[src/rtl/fgl_pkg.sv]
package fgl_pkg;

    localparam int LABEL_W = 24;
    localparam int VID_W   = 12;
    localparam int PRI_W   = 3;

    typedef logic [LABEL_W-1:0] label_t;
    typedef logic [VID_W-1:0]   vid_t;

    typedef struct packed {
        label_t             label;
        logic [PRI_W-1:0]   pri;
        logic               dei;
        logic               multi;
        logic               mbit;
    } desc_t;

    // Frames that came in as serial unicast may only leave as native frames here.
    function automatic logic local_only(input desc_t d);
        return d.multi && !d.mbit;
    endfunction

endpackage

[src/rtl/fgl_port_cam.sv]
module fgl_port_cam
    import fgl_pkg::*;
#(
    parameter int ENTRIES = 4,
    localparam int IDX_W  = (ENTRIES > 1) ? $clog2(ENTRIES) : 1
) (
    input  logic             clk,
    input  logic             rst,
    input  logic             wr_en,
    input  logic [IDX_W-1:0] wr_idx,
    input  logic             wr_valid,
    input  label_t           wr_label,
    input  vid_t             wr_vid,
    input  label_t           lk_label,
    output logic             hit,
    output vid_t             hit_vid
);

    logic   [ENTRIES-1:0] ent_v;
    label_t               ent_label [ENTRIES];
    vid_t                 ent_vid   [ENTRIES];
    logic   [ENTRIES-1:0] match;

    for (genvar e = 0; e < ENTRIES; e++) begin : g_ent
        always_ff @(posedge clk) begin
            if (rst) begin
                ent_v[e]     <= 1'b0;
                ent_label[e] <= '0;
                ent_vid[e]   <= '0;
            end else if (wr_en && wr_idx == IDX_W'(e)) begin
                ent_v[e]     <= wr_valid;
                ent_label[e] <= wr_label;
                ent_vid[e]   <= wr_vid;
            end
        end
        // Full-width compare: a shared high part alone is not membership.
        assign match[e] = ent_v[e] && (ent_label[e] == lk_label);
    end

    // Lowest index wins when the same label is entered twice.
    always_comb begin
        hit_vid = '0;
        for (int i = ENTRIES - 1; i >= 0; i--) begin
            if (match[i]) hit_vid = ent_vid[i];
        end
    end
    assign hit = |match;

    assert_entry_clear_R11: assert property (@(posedge clk) disable iff (rst)
        (wr_en && !wr_valid) |=> !ent_v[$past(wr_idx)]);

endmodule

[src/rtl/fgl_egress_decide.sv]
module fgl_egress_decide #(
    parameter int PORTS = 4
) (
    input  logic [PORTS-1:0] hit,
    input  logic [PORTS-1:0] known,
    input  logic [PORTS-1:0] excl,
    input  logic             multi,
    output logic [PORTS-1:0] ports
);

    logic [PORTS-1:0] direct;

    assign direct = known & hit;

    always_comb begin
        if (multi)            ports = hit;            // flood to label holders
        else if (|direct)     ports = direct;         // known destination
        else                  ports = hit & ~excl;    // unknown: flood, minus excluded
    end

endmodule

[src/rtl/fgl_egress_filter.sv]
module fgl_egress_filter
    import fgl_pkg::*;
#(
    parameter int PORTS   = 4,
    parameter int ENTRIES = 4,
    localparam int PORT_W = (PORTS > 1) ? $clog2(PORTS) : 1,
    localparam int IDX_W  = (ENTRIES > 1) ? $clog2(ENTRIES) : 1
) (
    input  logic                   clk,
    input  logic                   rst,
    input  logic                   cfg_we,
    input  logic [PORT_W-1:0]      cfg_port,
    input  logic [IDX_W-1:0]       cfg_entry,
    input  logic                   cfg_valid,
    input  logic [LABEL_W-1:0]     cfg_label,
    input  logic [VID_W-1:0]       cfg_vid,
    input  logic [PORTS-1:0]       cfg_strip,
    input  logic                   in_valid,
    output logic                   in_ready,
    input  logic [LABEL_W-1:0]     in_label,
    input  logic [PRI_W-1:0]       in_pri,
    input  logic                   in_dei,
    input  logic                   in_multi,
    input  logic                   in_mbit,
    input  logic [PORTS-1:0]       in_known_ports,
    input  logic [PORTS-1:0]       in_excl_ports,
    output logic                   out_valid,
    output logic [PORTS-1:0]       out_ports,
    output logic [PORTS-1:0]       out_tagged,
    output logic [PORTS*VID_W-1:0] out_vid,
    output logic [PRI_W-1:0]       out_pri,
    output logic                   out_dei,
    output logic                   out_no_forward
);

    desc_t            in_desc;
    logic             accept;
    logic [PORTS-1:0] lk_hit;
    vid_t             lk_vid [PORTS];

    assign in_ready = !cfg_we;
    assign accept   = in_valid && in_ready;
    assign in_desc  = '{label: in_label, pri: in_pri, dei: in_dei,
                        multi: in_multi, mbit: in_mbit};

    for (genvar p = 0; p < PORTS; p++) begin : g_cam
        fgl_port_cam #(.ENTRIES(ENTRIES)) cam_i (
            .clk      (clk),
            .rst      (rst),
            .wr_en    (cfg_we && cfg_port == PORT_W'(p)),
            .wr_idx   (cfg_entry),
            .wr_valid (cfg_valid),
            .wr_label (cfg_label),
            .wr_vid   (cfg_vid),
            .lk_label (in_label),
            .hit      (lk_hit[p]),
            .hit_vid  (lk_vid[p])
        );
    end

    // Stage 1: lookup results
    logic             s1_valid;
    desc_t            s1_desc;
    logic [PORTS-1:0] s1_hit, s1_known, s1_excl, s1_strip;
    vid_t             s1_vid [PORTS];

    always_ff @(posedge clk) begin
        if (rst) begin
            s1_valid <= 1'b0;
            s1_desc  <= '0;
            s1_hit   <= '0;
            s1_known <= '0;
            s1_excl  <= '0;
            s1_strip <= '0;
        end else begin
            s1_valid <= accept;
            s1_desc  <= in_desc;
            s1_hit   <= lk_hit;
            s1_known <= in_known_ports;
            s1_excl  <= in_excl_ports;
            s1_strip <= cfg_strip;
        end
    end

    for (genvar p = 0; p < PORTS; p++) begin : g_s1vid
        always_ff @(posedge clk) begin
            if (rst) s1_vid[p] <= '0;
            else     s1_vid[p] <= lk_vid[p];
        end
    end

    // Stage 2: port decision and tag rewrite
    logic [PORTS-1:0] sel;

    fgl_egress_decide #(.PORTS(PORTS)) decide_i (
        .hit   (s1_hit),
        .known (s1_known),
        .excl  (s1_excl),
        .multi (s1_desc.multi),
        .ports (sel)
    );

    always_ff @(posedge clk) begin
        if (rst) begin
            out_valid      <= 1'b0;
            out_ports      <= '0;
            out_tagged     <= '0;
            out_pri        <= '0;
            out_dei        <= 1'b0;
            out_no_forward <= 1'b0;
        end else begin
            out_valid      <= s1_valid;
            out_ports      <= s1_valid ? sel : '0;
            out_tagged     <= s1_valid ? (sel & ~s1_strip) : '0;
            out_pri        <= s1_desc.pri;
            out_dei        <= s1_desc.dei;
            out_no_forward <= s1_valid && local_only(s1_desc);
        end
    end

    for (genvar p = 0; p < PORTS; p++) begin : g_outvid
        always_ff @(posedge clk) begin
            if (rst)
                out_vid[p*VID_W +: VID_W] <= '0;
            else
                out_vid[p*VID_W +: VID_W] <= (s1_valid && sel[p]) ? s1_vid[p] : '0;
        end
    end

    assert_two_cycle_R9: assert property (@(posedge clk) disable iff (rst)
        accept |=> ##1 out_valid);

    assert_no_accept_R10: assert property (@(posedge clk) disable iff (rst)
        !accept |=> ##1 !out_valid);

    assert_label_only_R1: assert property (@(posedge clk) disable iff (rst)
        out_valid |-> ((out_ports & ~$past(s1_hit)) == '0));

    assert_tag_in_ports_R7: assert property (@(posedge clk) disable iff (rst)
        (out_tagged & ~out_ports) == '0);

    assert_local_only_R8: assert property (@(posedge clk) disable iff (rst)
        out_no_forward |-> out_valid);

endmodule

[config.mk]
export PLATFORM = sky130hd
export DESIGN_NAME = fgl_egress_filter
export DESIGN_NICKNAME = d
export VERILOG_FILES = /design/src/rtl/fgl_pkg.sv /design/src/rtl/fgl_port_cam.sv /design/src/rtl/fgl_egress_decide.sv /design/src/rtl/fgl_egress_filter.sv
export SDC_FILE = /design/constraint.sdc
export NUM_CORES = 1
export LEC_CHECK = 0
export ABC_AREA = 0
export BUFFER_PORTS_ARGS = -buffer_cell sky130_fd_sc_hd__buf_2
export CORE_MARGIN = 2
export CORE_UTILIZATION = 38
export CTS_CLUSTER_SIZE = 14
export DETAILED_ROUTE_END_ITERATION = 10
export GPL_TIMING_DRIVEN = 0
export MAX_ROUTING_LAYER = met4
export PLACE_DENSITY = 0.55
export SYNTH_ARGS = -nofsm -noshare
export SYNTH_HDL_FRONTEND = slang
export SYNTH_SLANG_ARGS = --single-unit
[constraint.sdc]
create_clock -name clk -period 9.5 [get_ports clk]
set_clock_uncertainty 0.2 [all_clocks]
set_input_delay 1.9 -clock clk [delete_from_list [all_inputs] [get_ports clk]]
set_output_delay 1.9 -clock clk [all_outputs]
set_load 0.005 [all_outputs]
Word level (Yosys, flattened, before mapping). Memories as Yosys holds them, arrays and structs flattened. A register that Yosys moved wholly into a read port is not among the register bits. Index checks and enable logic that the tools add are counted.

Mux-type cells: 105. Equal/unequal tests: 22. Reduce and logical (&&, ||, !) cells: 57. Bitwise operators: 46.

Operator list (count): 12-bit 2-to-1 mux (36); 24-bit equality test (16); 24-bit 2-to-1 mux (16); 1-bit 2-to-1 mux (51); 1-bit logical AND (43); 1-bit OR (36); 4-bit OR reduction (5); 4-bit AND (3); 2-bit OR reduction (5); 2-bit equality test (second input constant) (4); 4-bit 2-to-1 mux (2); 4-bit inverter (2); 1-bit inverter (5); 2-bit by 1-bit equality test with 1-bit output (second input constant) (2); 2-bit logical NOT (2); 1-bit logical NOT (2).

Bits in writable memories: 624. Output and inout bits: 63. Memories kept: 9. Register bits: 53.

Memory list: g_cam[0].cam_i.ent_label (words 4, bits a word 24, rd ports 4, clocked after Yosys merged registers in 0, write ports 4, line fgl_port_cam.sv:20) `label_t ent_label [ENTRIES];`; g_cam[1].cam_i.ent_label (words 4, bits a word 24, rd ports 4, clocked after Yosys merged registers in 0, write ports 4, line fgl_port_cam.sv:20); g_cam[2].cam_i.ent_label (words 4, bits a word 24, rd ports 4, clocked after Yosys merged registers in 0, write ports 4, line fgl_port_cam.sv:20); g_cam[3].cam_i.ent_label (words 4, bits a word 24, rd ports 4, clocked after Yosys merged registers in 0, write ports 4, line fgl_port_cam.sv:20); g_cam[0].cam_i.ent_vid (words 4, bits a word 12, rd ports 4, clocked after Yosys merged registers in 0, write ports 4, line fgl_port_cam.sv:21) `vid_t ent_vid [ENTRIES];`; g_cam[1].cam_i.ent_vid (words 4, bits a word 12, rd ports 4, clocked after Yosys merged registers in 0, write ports 4, line fgl_port_cam.sv:21); 3 more memories.

Logic depth before layout (Yosys ltp).
Depth in word-level cells: 7. Depth in mapped cells: 9. Mapped depth without buffers: 6.

Modules after synthesis. Synthesis repeated with hierarchy kept, for this count alone.

Cell total of the unflattened synthesis: 2545. Area total of the unflattened synthesis: 32331.0 µm².

Modules (own cells, without submodules): fgl_port_cam (cells an instance 558, seq. area each 4404.2 µm², instances 4, area an instance 7080.5 µm²); fgl_egress_filter (cells an instance 295, seq. area each 2662.6 µm², instances 1, area an instance 3866.2 µm²); fgl_egress_decide (cells an instance 18, seq. area each 0.0 µm², instances 1, area an instance 142.6 µm²).

Worst setup path before layout. OpenSTA, ideal clock, no wires.

Path kind: input to register. Start: input cfg_port[1]. End: memory g_cam[0].cam_i.ent_label[3][0] in the netlist's numbering, enable pin. Slack: 4.760 ns. Data arrival time: 4.101 ns. Stages: 2. Cells stage by stage: or3_1 -> o21bai_1.

RTL lines: start: declaration (line fgl_egress_filter.sv:12) `input logic [PORT_W-1:0] cfg_port,`; end: declaration (line fgl_port_cam.sv:20).

==> results.json <==
{
  "status": "complete, but fails checks",
  "violations": "capacitance limit",
  "routed_wl_um": 98010,
  "max_freq_mhz": 215.5,
  "tns_ns": 0,
  "wl_per_cell_um": 25.46,
  "hold_viol": 0,
  "min_path_cells": 1,
  "synth_cell_types": 52,
  "grt_start_max_net_pins": 38,
  "synth_nets": 2514,
  "final_antenna_net_count": 0,
  "synth_edf_count": 576,
  "coreArea_um2": 83690,
  "cts_root_buf": "clkbuf_16",
  "rsz0062_at_grt": "no",
  "cts_tree": "built",
  "first_iter_violations": 1964,
  "maxSlewViolCount": 0,
  "path_max_fanout": 10,
  "worst_slack_ns": 4.860,
  "die_x_um": 294.6,
  "cp.required_ns": 9.78,
  "finalCriticalPeriod_ns": 4.640,
  "hpwl_um": 67490,
  "synth_fa_ha_area_frac": 0,
  "synth_warnings": 0,
  "viasPerCell": 5.116,
  "syn_area_per_cell_um2": 13.22,
  "clock_path_buffers": 3,
  "htree_levels": 3,
  "post-cts-setup-buffers": 0,
  "antenna_found_initial": 6,
  "synth.top_cell.area_share": 0.5389,
  "min_path_type": "reg2reg",
  "synth_area_um2": 32090,
  "synth_compound_area_frac": 0.04327,
  "die_area_um2": 86800,
  "worst_path_max_delay_cell": "nor4_2",
  "cts-resized-gates": 0,
  "die_y_um": 294.6,
  "synth_seq_area_share": 0.6319,
  "critPathCaptureType": "register",
  "hold_end": "out_tagged[1]",
  "synth_seq_cells": 725,
  "grt_pass1_wl_um": 139300,
  "critPathArrivalTime_ns": 4.92,
  "post-route-period-util": 0.4884,
  "path_clk_slew_ns": 0.06,
  "synth_top_area_cell": "edfxtp_1",
  "place.gp.congestion": 0.8544,
  "nets": 2733,
  "setup_viol": 0,
  "worstSetupPathType": "in2reg",
  "startpoint_type": "primary input",
  "boundaryPins": 150,
  "numPortBuffers": 124,
  "synthArstFlopShare": 0,
  "hold_start": "s1_strip[1]",
  "slew_headroom": 0.007556,
  "via_count": 19695,
  "firstDrtPassIters": 5,
  "area_growth_pct": 15.83,
  "synth-simple-area-share": 0.1784,
  "drive_gt1_frac": 0.1406,
  "gr-usage-all-layers": 0.2326,
  "clk_latency_ns": 0.63,
  "leakage_uw": 0.01317,
  "rows": 106,
  "fill_cells": 7631,
  "grt_pass1_vias": 19348,
  "synth_xor_area_frac": 0.1050,
  "start_util": 0.3835,
  "powerDensity_nw_per_um2": 196.0,
  "synth_mux_area_frac": 0.006862,
  "synthFlopType": "edfxtp_1",
  "cts_buffers": 78,
  "r2r_cells": 7,
  "synth_commonest_cells": "626 x and2_1, 576 x edfxtp_1, 260 x xnor2_1",
  "synth_top_family_by_area": "simple AND/OR/NAND/NOR gates",
  "route.detailed.drc": 0,
  "place_ws_ns": 4.277,
  "max_cap_violations": 1,
  "cp_cell_sequence": "buf_4, xnor2_1, nand4_1, nor4_2, buf_2, a32o_1, o21ai_1, a211oi_1",
  "synth.area.top_cells": "edfxtp_1 54%, and2_1 12%, dfxtp_1 9.3%",
  "tightest_slew_ns": 1.476,
  "syn_inst": 2427,
  "peakVddDrop_v": 0.0001429,
  "cpPeakStageDelay_ns": 1.24,
  "cts.sinks": 725,
  "overflow": 0,
  "r2r_slack_ns": 5.95,
  "r2r_start": "g_cam[2].cam_i.ent_label[1][6]",
  "cts_hold_buf": 0,
  "rr_endpoint": "s1_vid[2][0]",
  "yosysMostFrequentCell": "and2_1"
}
[routing by layer]
metal,track usage,part of all wire
met1,0.3038,0.43
met2,0.3790,0.48
met3,0.03258,0.063
met4,0.06508,0.026
met5,-,0
[area by class of cell]
type / instances / area [um^2] / share of cell area
clock inverters: 34 / 312.8 / 0.008415
inverters: 22 / 82.58 / 0.002221
repair buffers: 139 / 928.4 / 0.02497
well taps: 1134 / 1419 / 0.03817
flip-flops and latches: 725 / 20280 / 0.5455
multi-input cells: 1504 / 10760 / 0.2896
plain buffers: 176 / 1027 / 0.02763
clock buffers: 110 / 2345 / 0.06308
diodes: 6 / 15.01 / 0.0004039
[report_power, final]
| part | total, uW | leakage (uW) | switching (uW) | internal, uW |
|---|---|---|---|---|
| sequential | 3640 | 0.00672 | 59.2 | 3580 |
| clock | 3140 | 0.00131 | 1280 | 1860 |
| combinational | 506 | 0.00514 | 329 | 177 |
[critical path, delay by kind of cell]
family          cells  cell delay (ns)
buf+inv             2             0.58
simple gates        2             1.45
xor+xnor            1             0.31
compound gates      3             0.66
[cell usage in the layout, fill, tap and decap left out, drive strengths merged, types with 31 or more instances in the layout]
| cell type | instances |
|---|---|
| dfxtp | 149 |
| nor4 | 36 |
| nand2 | 37 |
| o21ai | 38 |
| xor2 | 123 |
| nor2 | 38 |
| edfxtp | 576 |
| buf | 214 |
| nand4 | 66 |
| clkbuf | 211 |
| a32o | 47 |
| nor2b | 31 |
| and2 | 628 |
| xnor2 | 261 |
[sequential cells by signal, summed over array words and instances, names as in the netlist, 3 cells and up]
signal	count
g_cam.cam_i.ent_label	384
g_cam.cam_i.ent_vid	192
out_vid	48
s1_vid	48
g_cam.cam_i.ent_v	16
s1_desc	6
out_ports	4
out_tagged	4
s1_excl	4
s1_hit	4
s1_known	4
s1_strip	4
out_pri	3
[metrics by stage]
step                      area [um^2]  hold slack [ns]  cells  utilization  power, uW
after floorplan                 32090           0.1674   2427            -       3984
after global placement          34130           0.1722   3685       0.4079       4187
after detailed placement        34500           0.1750   3700       0.4123       4211
after CTS                       37160           0.1832   3844       0.4440       7331
after global routing            37170           0.1936   3847       0.4441       7493
final                           37170           0.1790   3850       0.4442       7286
[cell families (layout without fill, tap and decap cells)]
logic type	Yosys count	after routing
XOR/XNOR	384	384
flip-flops	725	725
AO/OA/AOI/OAI	166	166
AND/OR/NAND/NOR	932	932
other	0	6
multiplexers	22	22
buffers and inverters	198	481
[worst max-delay path by stage]
stage,end,slack (ns),start,depth (start not counted)
after floorplan,g_cam[0].cam_i.ent_label[3][0],4.76,cfg_port[1],2
after global placement,g_cam[0].cam_i.ent_label[3][12],3.32,cfg_we,4
after detailed placement,s1_vid[3][1],4.28,in_label[18],8
after global routing,s1_vid[3][1],4.81,in_label[18],8
final,s1_vid[2][0],4.86,in_label[6],8
after CTS,s1_vid[3][1],4.93,in_label[18],8
Power figures use the tool's default switching activity.
